===== config.mk =====
export PLATFORM = sky130hd
export DESIGN_NAME = dual_irq_ctrl
export DESIGN_NICKNAME = d
export VERILOG_FILES = /design/src/rtl/dirq_pkg.sv /design/src/rtl/dirq_decode.sv /design/src/rtl/dirq_mask_reg.sv /design/src/rtl/dirq_source.sv /design/src/rtl/dual_irq_ctrl.sv
export SDC_FILE = /design/constraint.sdc
export NUM_CORES = 1
export LEC_CHECK = 0
export BUFFER_PORTS_ARGS = -buffer_cell sky130_fd_sc_hd__buf_2
export CAP_MARGIN = 15
export CORE_ASPECT_RATIO = 0.7
export CORE_MARGIN = 4
export CORE_UTILIZATION = 41
export CTS_BUF_LIST = sky130_fd_sc_hd__clkbuf_16
export DETAILED_ROUTE_END_ITERATION = 8
export MAX_ROUTING_LAYER = met4
export PLACE_DENSITY = 0.75
export SYNTH_ARGS = -nofsm -noshare
export SYNTH_HDL_FRONTEND = slang
export SYNTH_SLANG_ARGS = --single-unit

===== constraint.sdc =====
create_clock -name clk -period 2 [get_ports clk]
set_input_delay 0.2 -clock clk [delete_from_list [all_inputs] [get_ports clk]]
set_output_delay 0.2 -clock clk [all_outputs]
set_load 0.01 [all_outputs]

===== src/rtl/dirq_pkg.sv =====
package dirq_pkg;
  localparam int IDX_IRQ_STAT = 0;
  localparam int IDX_RAW_A    = 1;
  localparam int IDX_IRQ_MSET = 2;
  localparam int IDX_IRQ_MCLR = 3;
  localparam int IDX_SOFT_SET = 4;
  localparam int IDX_SOFT_CLR = 5;
  localparam int IDX_FIQ_STAT = 8;
  localparam int IDX_RAW_B    = 9;
  localparam int IDX_FIQ_MSET = 10;
  localparam int IDX_FIQ_MCLR = 11;

  localparam int NCHAN  = 2;
  localparam int CH_IRQ = 0;
  localparam int CH_FIQ = 1;

  typedef struct packed {
    logic [NCHAN-1:0] mset;
    logic [NCHAN-1:0] mclr;
    logic             soft_set;
    logic             soft_clr;
  } wr_strobe_t;
endpackage


===== src/rtl/dirq_decode.sv =====
module dirq_decode
  import dirq_pkg::*;
#(
  parameter int ADDR_W = 4
) (
  input  logic              bus_en,
  input  logic              bus_we,
  input  logic [ADDR_W-1:0] bus_idx,
  input  logic              wdata_b0,
  output wr_strobe_t        strb
);
  always_comb begin
    strb = '0;
    if (bus_en && bus_we) begin
      case (int'(bus_idx))
        IDX_IRQ_MSET: strb.mset[CH_IRQ] = 1'b1;
        IDX_IRQ_MCLR: strb.mclr[CH_IRQ] = 1'b1;
        IDX_FIQ_MSET: strb.mset[CH_FIQ] = 1'b1;
        IDX_FIQ_MCLR: strb.mclr[CH_FIQ] = 1'b1;
        IDX_SOFT_SET: strb.soft_set     = wdata_b0;
        IDX_SOFT_CLR: strb.soft_clr     = wdata_b0;
        default:      strb = '0;
      endcase
    end
  end
endmodule


===== src/rtl/dirq_mask_reg.sv =====
module dirq_mask_reg #(
  parameter int W = 32
) (
  input  logic         clk,
  input  logic         rst_n,
  input  logic         set_en,
  input  logic         clr_en,
  input  logic [W-1:0] data,
  output logic [W-1:0] mask
);
  function automatic logic [W-1:0] next_mask(input logic [W-1:0] cur,
                                             input logic s, input logic c,
                                             input logic [W-1:0] d);
    logic [W-1:0] r;
    r = cur;
    if (s) r = r | d;
    if (c) r = r & ~d;
    return r;
  endfunction

  always_ff @(posedge clk) begin
    if (!rst_n) mask <= '0;
    else        mask <= next_mask(mask, set_en, clr_en, data);
  end
endmodule


===== src/rtl/dirq_source.sv =====
module dirq_source #(
  parameter int NSRC = 32
) (
  input  logic            clk,
  input  logic            rst_n,
  input  logic [NSRC-1:0] src_in,
  input  logic            soft_set,
  input  logic            soft_clr,
  output logic [NSRC-1:0] lvl_eff,
  output logic            soft_q
);
  logic [NSRC-1:0] lvl_q;

  function automatic logic [NSRC-1:0] merge_soft(input logic [NSRC-1:0] hw,
                                                 input logic sw);
    logic [NSRC-1:0] r;
    r    = hw;
    r[0] = hw[0] | sw;
    return r;
  endfunction

  always_ff @(posedge clk) begin
    if (!rst_n) begin
      lvl_q  <= '0;
      soft_q <= 1'b0;
    end else begin
      lvl_q <= src_in;
      if (soft_set)      soft_q <= 1'b1;
      else if (soft_clr) soft_q <= 1'b0;
    end
  end

  assign lvl_eff = merge_soft(lvl_q, soft_q);
endmodule


===== src/rtl/dual_irq_ctrl.sv =====
module dual_irq_ctrl
  import dirq_pkg::*;
#(
  parameter int NSRC   = 32,
  parameter int DATA_W = 32,
  parameter int ADDR_W = 4
) (
  input  logic              clk,
  input  logic              rst_n,
  input  logic [NSRC-1:0]   src_in,
  input  logic              bus_en,
  input  logic              bus_we,
  input  logic [ADDR_W-1:0] bus_idx,
  input  logic [DATA_W-1:0] bus_wdata,
  output logic [DATA_W-1:0] bus_rdata,
  output logic              irq_o,
  output logic              fiq_o
);
  localparam int PADW = DATA_W - NSRC;

  wr_strobe_t      strb;
  logic [NSRC-1:0] lvl_eff;
  logic            soft_q;
  logic [NSRC-1:0] mask_q [NCHAN];
  logic [NCHAN-1:0] req_d;
  logic [NCHAN-1:0] req_q;

  // Named internal events for the checker
  logic            ev_irq_set, ev_irq_clr, ev_fiq_set, ev_fiq_clr;
  logic            ev_soft_set, ev_soft_clr;
  logic [NSRC-1:0] irq_mask, fiq_mask;
  logic [NSRC-1:0] wmask_data;

  assign wmask_data = bus_wdata[NSRC-1:0];

  dirq_decode #(.ADDR_W(ADDR_W)) u_dec (
    .bus_en   (bus_en),
    .bus_we   (bus_we),
    .bus_idx  (bus_idx),
    .wdata_b0 (bus_wdata[0]),
    .strb     (strb)
  );

  dirq_source #(.NSRC(NSRC)) u_src (
    .clk      (clk),
    .rst_n    (rst_n),
    .src_in   (src_in),
    .soft_set (strb.soft_set),
    .soft_clr (strb.soft_clr),
    .lvl_eff  (lvl_eff),
    .soft_q   (soft_q)
  );

  for (genvar c = 0; c < NCHAN; c++) begin : g_chan
    dirq_mask_reg #(.W(NSRC)) u_mask (
      .clk    (clk),
      .rst_n  (rst_n),
      .set_en (strb.mset[c]),
      .clr_en (strb.mclr[c]),
      .data   (wmask_data),
      .mask   (mask_q[c])
    );
    assign req_d[c] = |(lvl_eff & mask_q[c]);
    always_ff @(posedge clk) begin
      if (!rst_n) req_q[c] <= 1'b0;
      else        req_q[c] <= req_d[c];
    end
  end

  assign irq_mask    = mask_q[CH_IRQ];
  assign fiq_mask    = mask_q[CH_FIQ];
  assign ev_irq_set  = strb.mset[CH_IRQ];
  assign ev_irq_clr  = strb.mclr[CH_IRQ];
  assign ev_fiq_set  = strb.mset[CH_FIQ];
  assign ev_fiq_clr  = strb.mclr[CH_FIQ];
  assign ev_soft_set = strb.soft_set;
  assign ev_soft_clr = strb.soft_clr;
  assign irq_o       = req_q[CH_IRQ];
  assign fiq_o       = req_q[CH_FIQ];

  function automatic logic [DATA_W-1:0] widen(input logic [NSRC-1:0] v);
    return {{PADW{1'b0}}, v};
  endfunction

  function automatic logic [DATA_W-1:0] read_word(input logic [ADDR_W-1:0] idx,
                                                  input logic [NSRC-1:0] lvl,
                                                  input logic [NSRC-1:0] im,
                                                  input logic [NSRC-1:0] fm);
    case (int'(idx))
      IDX_IRQ_STAT: return widen(lvl & im);
      IDX_RAW_A:    return widen(lvl);
      IDX_IRQ_MSET: return widen(im);
      IDX_SOFT_SET: return {{(DATA_W-1){1'b0}}, lvl[0]};
      IDX_FIQ_STAT: return widen(lvl & fm);
      IDX_RAW_B:    return widen(lvl);
      IDX_FIQ_MSET: return widen(fm);
      default:      return '0;
    endcase
  endfunction

  assign bus_rdata = read_word(bus_idx, lvl_eff, irq_mask, fiq_mask);
endmodule


After elaboration in Yosys (flattened, before gate mapping):

Cells that the tools add are included.

* memories kept: 0
* input port bits: 72
* bits in latches: 0
* RAM bits: 0
* memory bits (read-only): 0
* register bits after elaboration: 99

* equal/unequal tests: 9
* mux-type cells: 16
* reduce and logical (&&, ||, !) cells: 6
* magnitude comparators: 0
* add/subtract/negate cells: 0
* div/mod/pow operators: 0
* bitwise logic cells: 8
* shift operators: 0
* multiply operators: 0

Operators with widths (number)
* $mux W32: 6
* $pmux W32 S6: 1
* $and A32 B32 Y32: 4
* $or A32 B32 Y32: 2
* $reduce_or A32 Y1: 2
* $not A32 Y32: 1
* $eq A4 B4 Y1 const B: 4
* $eq A4 B2 Y1 const B: 2
* $eq A4 B3 Y1 const B: 2
* $mux W1: 8
* $mux W6: 1
* $eq A4 B1 Y1 const B: 1
* $logic_not A4 Y1: 1
* $reduce_bool A2 Y1: 1
* $reduce_or A2 Y1: 1
* $logic_and A1 B1 Y1: 1
* $or A1 B1 Y1: 1

Depth between registers and ports, before layout:

Gate-level depths: netlist of run 1.

* depth after elaboration: 7
* gate-level depth with buffers: 8

Hierarchy:

Synthesis of run 1 repeated with hierarchy kept, for this count alone.

* cells, all modules: 526
* area, all modules: 5187.5 um^2

Modules (own cells, without submodules)
* dirq_mask_reg: cells each 106, times used 2, area each 1271.2 um^2
* dual_irq_ctrl: cells each 202, times used 1, area each 1447.6 um^2
* dirq_source: cells each 102, times used 1, area each 1128.6 um^2
* dirq_decode: cells each 10, times used 1, area each 68.8 um^2

Worst setup path after synthesis of run 1:

OpenSTA, ideal clock, no wires.

* path type: input to output
* start point: in bus_idx[1]
* end point: out bus_rdata[31]
* data required time: 1800 ps
* path slack: 330 ps
* arrival: 1470 ps
* path buffers: 2
* stages on the path: 5
* cell sequence: buf_2 > nor4_1 > clkbuf_1 > a21oi_1 > o21ai_0

* cells in the longest elaborated chain, start to end: 3
* elaborated cells on any way between the ends: 9
* those cells by class: eq/ne: 6; mux: 1; reduce/logical: 2

Ends and longest elaborated chain
* from (decl): line dual_irq_ctrl.sv:13 `input logic [ADDR_W-1:0] bus_idx,`
* $eq A4 B4 Y1 or $eq A4 B1 Y1 (tied branches): line dual_irq_ctrl.sv:89 `case (int'(idx))`
* $reduce_or A2 Y1 (no source line)
* $pmux W32 S6 *: line dual_irq_ctrl.sv:89
* to (decl): line dual_irq_ctrl.sv:15 `output logic [DATA_W-1:0] bus_rdata,`

Every way passes the cells marked *; elsewhere a longest branch is shown, timed or not.

Final worst setup path of run 1:

* start point: in bus_idx[0]
* end point: out bus_rdata[11]

Same word-level chain as after synthesis.

==> flow_metrics.tcl, run 1 <==
set metrics [dict create \
    status "completed" \
    fmax_ghz 0.557 \
    grt_setup_unrepaired "no" \
    max_cap_viol_count 0 \
    syn_nets 596 \
    fin_skew_ns 0.00807 \
    drive_gt1_share_pct 22.3 \
    core_um2 10600 \
    die_h_um 96.2 \
    hold_class "input pin to flop" \
    cts_tree "built" \
    routedWlPerCell_um 19.2 \
    finalCritPeriodShare_pct 89.8 \
    wl_met2_mm 6.68 \
    worstMarginPinSlew_ns 0.490 \
    syn_inst 524 \
    finalCriticalPeriod_ns 1.80 \
    synth-edff-count 0 \
    die_w_um 134 \
    gr-total-overflow 0 \
    postRouteAntennaNets 0 \
    htreeDepth 3 \
    power.total_uw 4040 \
    cts_hold_buf 0 \
    drcViolationCount 0 \
    wl_met1_mm 6.27 \
    arrival_ns 1.60 \
    clock_latency_ns 0.35 \
    grt_max_degree 68 \
    gp_congestion 0.861 \
    hold-path-cell-count 2 \
    path_class "input pin to output pin" \
    reg2reg_depth 4 \
    hold_viol 0 \
    grt_pass1_vias 4396 \
    drt-pass1-iter-count 5 \
    rows 31 \
    maxSlewViolCount 0 \
    clk_pin_slew_ns 0.07 \
    syn_to_final_growth_pct 21.9 \
    cts.sinks 99 \
    yosysUniqueCellTypes 30 \
    power_density_nw_per_um2 728 \
    netlist_area_um2 4560 \
    fin_nets 681 \
    setup_viol 0 \
    most-common-layout-cells "105 x buf_2, 99 x dfxtp_1, 97 x a21oi_1" \
    ys_async_sr_fraction_pct 0 \
    clock-root-buffer "clkbuf_16" \
    end_kind "output pin" \
    vias 4561 \
    required_ns 1.80 \
    diodes 0 \
    ys.flop_type "dfxtp_1" \
    startpoint_type "input pin" \
    cts_buffers 9 \
    ys_warn_count 0 \
    dieArea_um2 12900 \
    ir_worst_vdd_mv 0.440 \
    drt-vias-per-instance 5.99 \
    io_pins 106 \
    tns_ns 0 \
    initial_core_util_pct 43.0 \
    antenna_found_initial 0 \
    first_iter_violations 479 \
    post_cts_resized 0 \
    final_common_cell "buf_2" \
    relSlewSlack_pct 67.0 \
    clockBufferDepth 2 \
    cp_max_fo 31 \
    dp_hpwl_mm 9.70 \
    wl_met3_mm 1.38 \
    grt_pass1_wl_mm 22.9 \
    avgSynthCellArea_um2 8.69 \
    synth_seq_area_share_pct 43.5 \
    ys_seq_elements 99 \
    cts_setup_buffers 0 \
    port_buffers 105 \
    fin_util_pct 52.5 \
    grt_usage_pct 23.5 \
    drt-total-wl_mm 14.6 \
    leakage_uw 0.00217 \
    top_layer "met4" \
]
## layout make-up
| type | count | area, um^2 |
|---|---|---|
| timing repair buffer | 116 | 708 |
| fill | 997 | 5030 |
| sequential | 99 | 1980 |
| tap | 148 | 185 |
| clock buffer | 9 | 225 |
| multi-input combinational | 350 | 2280 |
| inverter | 33 | 124 |
| clock inverter | 7 | 51.3 |
## Yosys cell counts, types with 2 or more instances
library cell  number  area (um^2)
a21oi_1           97          485
nand3_1            3         15.0
buf_4              4         30.0
inv_1             33          124
o21ai_1            5         25.0
and2_1            32          200
o21ai_0           31          155
buf_6              3         33.8
a222oi_1           2         20.0
a211oi_1          64          480
clkbuf_1          30          113
nand4_1            8         50.1
nor3_1             4         20.0
dfxtp_1           99         1980
nor4_1             3         18.8
a21o_1            31          233
and3_1             2         12.5
a22oi_1           59          443
buf_2              3         15.0
## critical path, cell delays in order
cell	delay (ns)
buf_2	0.17
nor4_2	0.38
buf_12	0.25
a21o_1	0.14
a22oi_1	0.06
o21ai_0	0.17
buf_2	0.20
## cells by family after synthesis
group / Yosys count / share of synthesized area (%)
and+or+nand+nor: 59 / 8.57
buffers and inverters: 75 / 7.11
AOI/OAI and AO/OA: 290 / 40.6
muxes: 1 / 0.220
DFF: 99 / 43.5
## path summary, 6_finish.rpt
path	endpoint	startpoint	slack (ns)
min	u_src.lvl_q[23]	src_in[23]	0.05
max	bus_rdata[11]	bus_idx[0]	0.20
min reg2reg	flop	flop	0.53
max reg2reg	fiq_o	u_src.soft_q	0.29
## where the power goes
part | total, uW | internal (uW) | switching [uW]
Combinational | 333 | 144 | 188
Clock | 1630 | 850 | 784
Sequential | 2080 | 2020 | 59.4
## metrics by stage
| stage | area (um^2) | std cells | worst slack, ns | hold WS, ns |
|---|---|---|---|---|
| finish | 5560 | 762 | 0.203 | 0.0475 |
| global route | 5560 | 762 | 0.134 | 0.0480 |
| CTS | 5560 | 762 | 0.235 | 0.0411 |
| detailed placement | 5280 | 746 | 0.178 | 0.408 |
| global placement | 5280 | 746 | 0.239 | 0.405 |
| floorplan | 4560 | 524 | 0.330 | 0.297 |
## per-layer routing
layer / up-vias / GRT usage (%)
li1: 2152 / -
met1: 2122 / 31.0
met2: 259 / 36.3
met3: 28 / 4.49
met4: 0 / 8.73
met5: - / -
No activity file was read; power rests on OpenSTA's default activity.
==> inputs of run 2 (changes only) <==
Settings changed: ABC_AREA set to 1, PLACE_DENSITY 0.75 to unset, PLACE_DENSITY_LB_ADDON set to 0.1.
==> run 2 against run 1 <==
  * Largest power group unchanged
  * Via count is 23% higher
  * Global-route usage is 0.053 points lower
  * Non-clock buffer count is 5 higher
  * Setup slack better by 0.13 ns
  * Clock power is 18% higher
  * Total power is 8.0% higher
  * Utilization is 1.9 points lower
  * Critical endpoint is now bus_rdata[16]
  * Area after synthesis is 14% higher
  * Design area is 13% higher
  * Maximum frequency is 7.5% higher
  * Cell count is 44% higher
==> flow_metrics.tcl, run 2 <==
set metrics [dict create \
    core_um2 12400 \
    fmax_ghz 0.598 \
    synth-edff-count 0 \
    syn_inst 837 \
    drt-pass1-iter-count 5 \
    p_sw_uw 1100 \
    ys_seq_elements 99 \
    power.total_uw 4360 \
    clk_pin_slew_ns 0.08 \
    most-common-layout-cells "232 x nand2_1, 105 x buf_2, 103 x inv_1" \
    synth_top_area_share_pct 38.2 \
    setup_viol 0 \
    first_iter_violations 380 \
    vias 5628 \
    die_h_um 102 \
    required_ns 1.80 \
    stdcell_count 1096 \
    ys_warn_count 0 \
    cts_hold_buf 0 \
    diodes 0 \
    worstMarginPinSlew_ns 0.452 \
    post-route-cell-area_um2 6280 \
    grt_pass1_vias 5192 \
    syn_to_final_growth_pct 21.1 \
    dieArea_um2 14500 \
    r2r_slack_ns 0.89 \
    pwr-share-clk_pct 43.9 \
    cp_max_fo 31 \
    intPower_uw 3270 \
    hold_class "input pin to flop" \
    worstHoldStart "src_in[23]" \
    end_kind "output pin" \
    final_common_cell "nand2_1" \
    hold-path-cell-count 3 \
    yosys.area.top_type "dfxtp_1" \
    power_density_nw_per_um2 694 \
    ir_worst_vdd_mv 0.399 \
    post-synth-top-count-cell "nand2_1" \
    avgSynthCellArea_um2 6.20 \
    ys.flop_type "dfxtp_1" \
    reg2reg_depth 6 \
    tns_ns 0 \
    fin_nets 1001 \
    grt_max_degree 51 \
    p_seq_share_pct 47.4 \
    netlist_area_um2 5190 \
    placed_area_um2 5960 \
    grt_usage_pct 23.5 \
    maxSlewViolCount 0 \
    combPwrFrac_pct 8.7 \
    clock_latency_ns 0.35 \
    hold_viol 0 \
    synth_area_leaders "dfxtp_1 38%, nand2_1 17%, nand3_1 9.2%, inv_1 7.4%, a21oi_1 6.7%" \
    path_class "input pin to output pin" \
    worstHoldEndpoint "u_src.lvl_q[23]" \
    fin_skew_ns 0.00755 \
    post_cts_resized 0 \
    rr_endpoint "fiq_o" \
    drt-vias-per-instance 5.14 \
    synth_seq_area_share_pct 38.2 \
    htreeDepth 3 \
    leakage_uw 0.00313 \
    cts_buffers 9 \
    gr-total-overflow 0 \
    io_pins 106 \
    startpoint_type "input pin" \
    crit_top_cell "buf_2" \
    rows 34 \
    antenna_found_initial 0 \
    grt_setup_unrepaired "no" \
    path_cells "buf_2 > nor2_1 > inv_1 > nor3_4 > buf_12 > nand3_1 > nand4_1 > buf_2" \
    die_w_um 142 \
    dp_hpwl_mm 11.2 \
    syn_nets 909 \
    synth_common_cells "232 x nand2_1, 102 x inv_1, 99 x dfxtp_1" \
    drt-total-wl_mm 16.6 \
    cts_tree "built" \
    clock-root-buffer "clkbuf_16" \
    routedWlPerCell_um 15.1 \
    timing.hold.ws_ns 0.0278 \
    relSlewSlack_pct 69.9 \
    slowest_delay_ns 0.24 \
    cts_setup_buffers 0 \
    drive_gt1_share_pct 15.8 \
    grt_pass1_wl_mm 26.3 \
    postRouteAntennaNets 0 \
    cts.sinks 99 \
    status "completed" \
    crit_path_top_delay_cell "buf_12" \
    r2r-start "u_src.lvl_q[25]" \
    finalCriticalPeriod_ns 1.67 \
    dp_cells 1080 \
    clockBufferDepth 2 \
    arrival_ns 1.47 \
    netSwitchingFraction_pct 25.2 \
    finalCritPeriodShare_pct 83.6 \
    max_cap_viol_count 0 \
    ys_async_sr_fraction_pct 0 \
    gp_congestion 0.843 \
    drcViolationCount 0 \
    yosysUniqueCellTypes 20 \
    initial_core_util_pct 41.8 \
    port_buffers 105 \
]
[run 2: worst max-delay path by stage]
stage                     startpoint            end  slack [ns]  cells past startpoint
after floorplan           bus_idx[0]  bus_rdata[10]        0.71                      6
after global placement    bus_idx[0]  bus_rdata[16]        0.38                      8
after detailed placement  bus_idx[1]  bus_rdata[16]        0.36                      8
after CTS                 bus_idx[0]  bus_rdata[16]        0.35                      8
after global routing      bus_idx[1]  bus_rdata[16]        0.22                      8
final                     bus_idx[1]  bus_rdata[16]        0.33                      8
[run 2: power by group through the flow]
stage	clock (uW)	sequential [uW]	combinational (uW)
5_1_grt	2030	2080	425
3_5_place_dp	0	2110	377
6_report	1920	2070	379
2_1_floorplan	0	2100	186
4_1_cts	1950	2070	379
3_3_place_gp	0	2110	368
[run 2: per-layer routing]
metal,GRT usage (%),vias up,share of wire (%)
met5,-,-,0
met4,5.19,0,0.97
met3,4.26,18,6.7
met2,35.7,178,44
met1,32.8,2575,48
li1,-,2857,-
[run 2: cell type report]
class / count / area [um^2]
clock buffers: 9 / 225
clock inverters: 7 / 100
fillers: 1315 / 6140
inverters: 107 / 402
multi-input cells: 591 / 2640
flip-flops and latches: 99 / 1980
well taps: 162 / 203
repair buffers: 121 / 733
[run 2: logic make-up (layout without fill, tap and decap cells)]
logic type,after synthesis,after routing,share of synthesized area [%]
buf+inv,147,244,11.2
flops,99,99,38.2
simple gates,455,455,37.4
compound gates,136,136,13.2
[run 2: per-stage QoR]
step           util, %  setup WS (ns)
2_1_floorplan        -          0.713
3_3_place_gp      48.0          0.377
3_5_place_dp      48.0          0.359
4_1_cts           50.6          0.350
5_1_grt           50.6          0.216
6_report          50.6          0.329
[run 2: critical path, delay by kind of cell]
family	cells	cell delay (ns)
buf+inv	4	0.67
simple gates	4	0.61
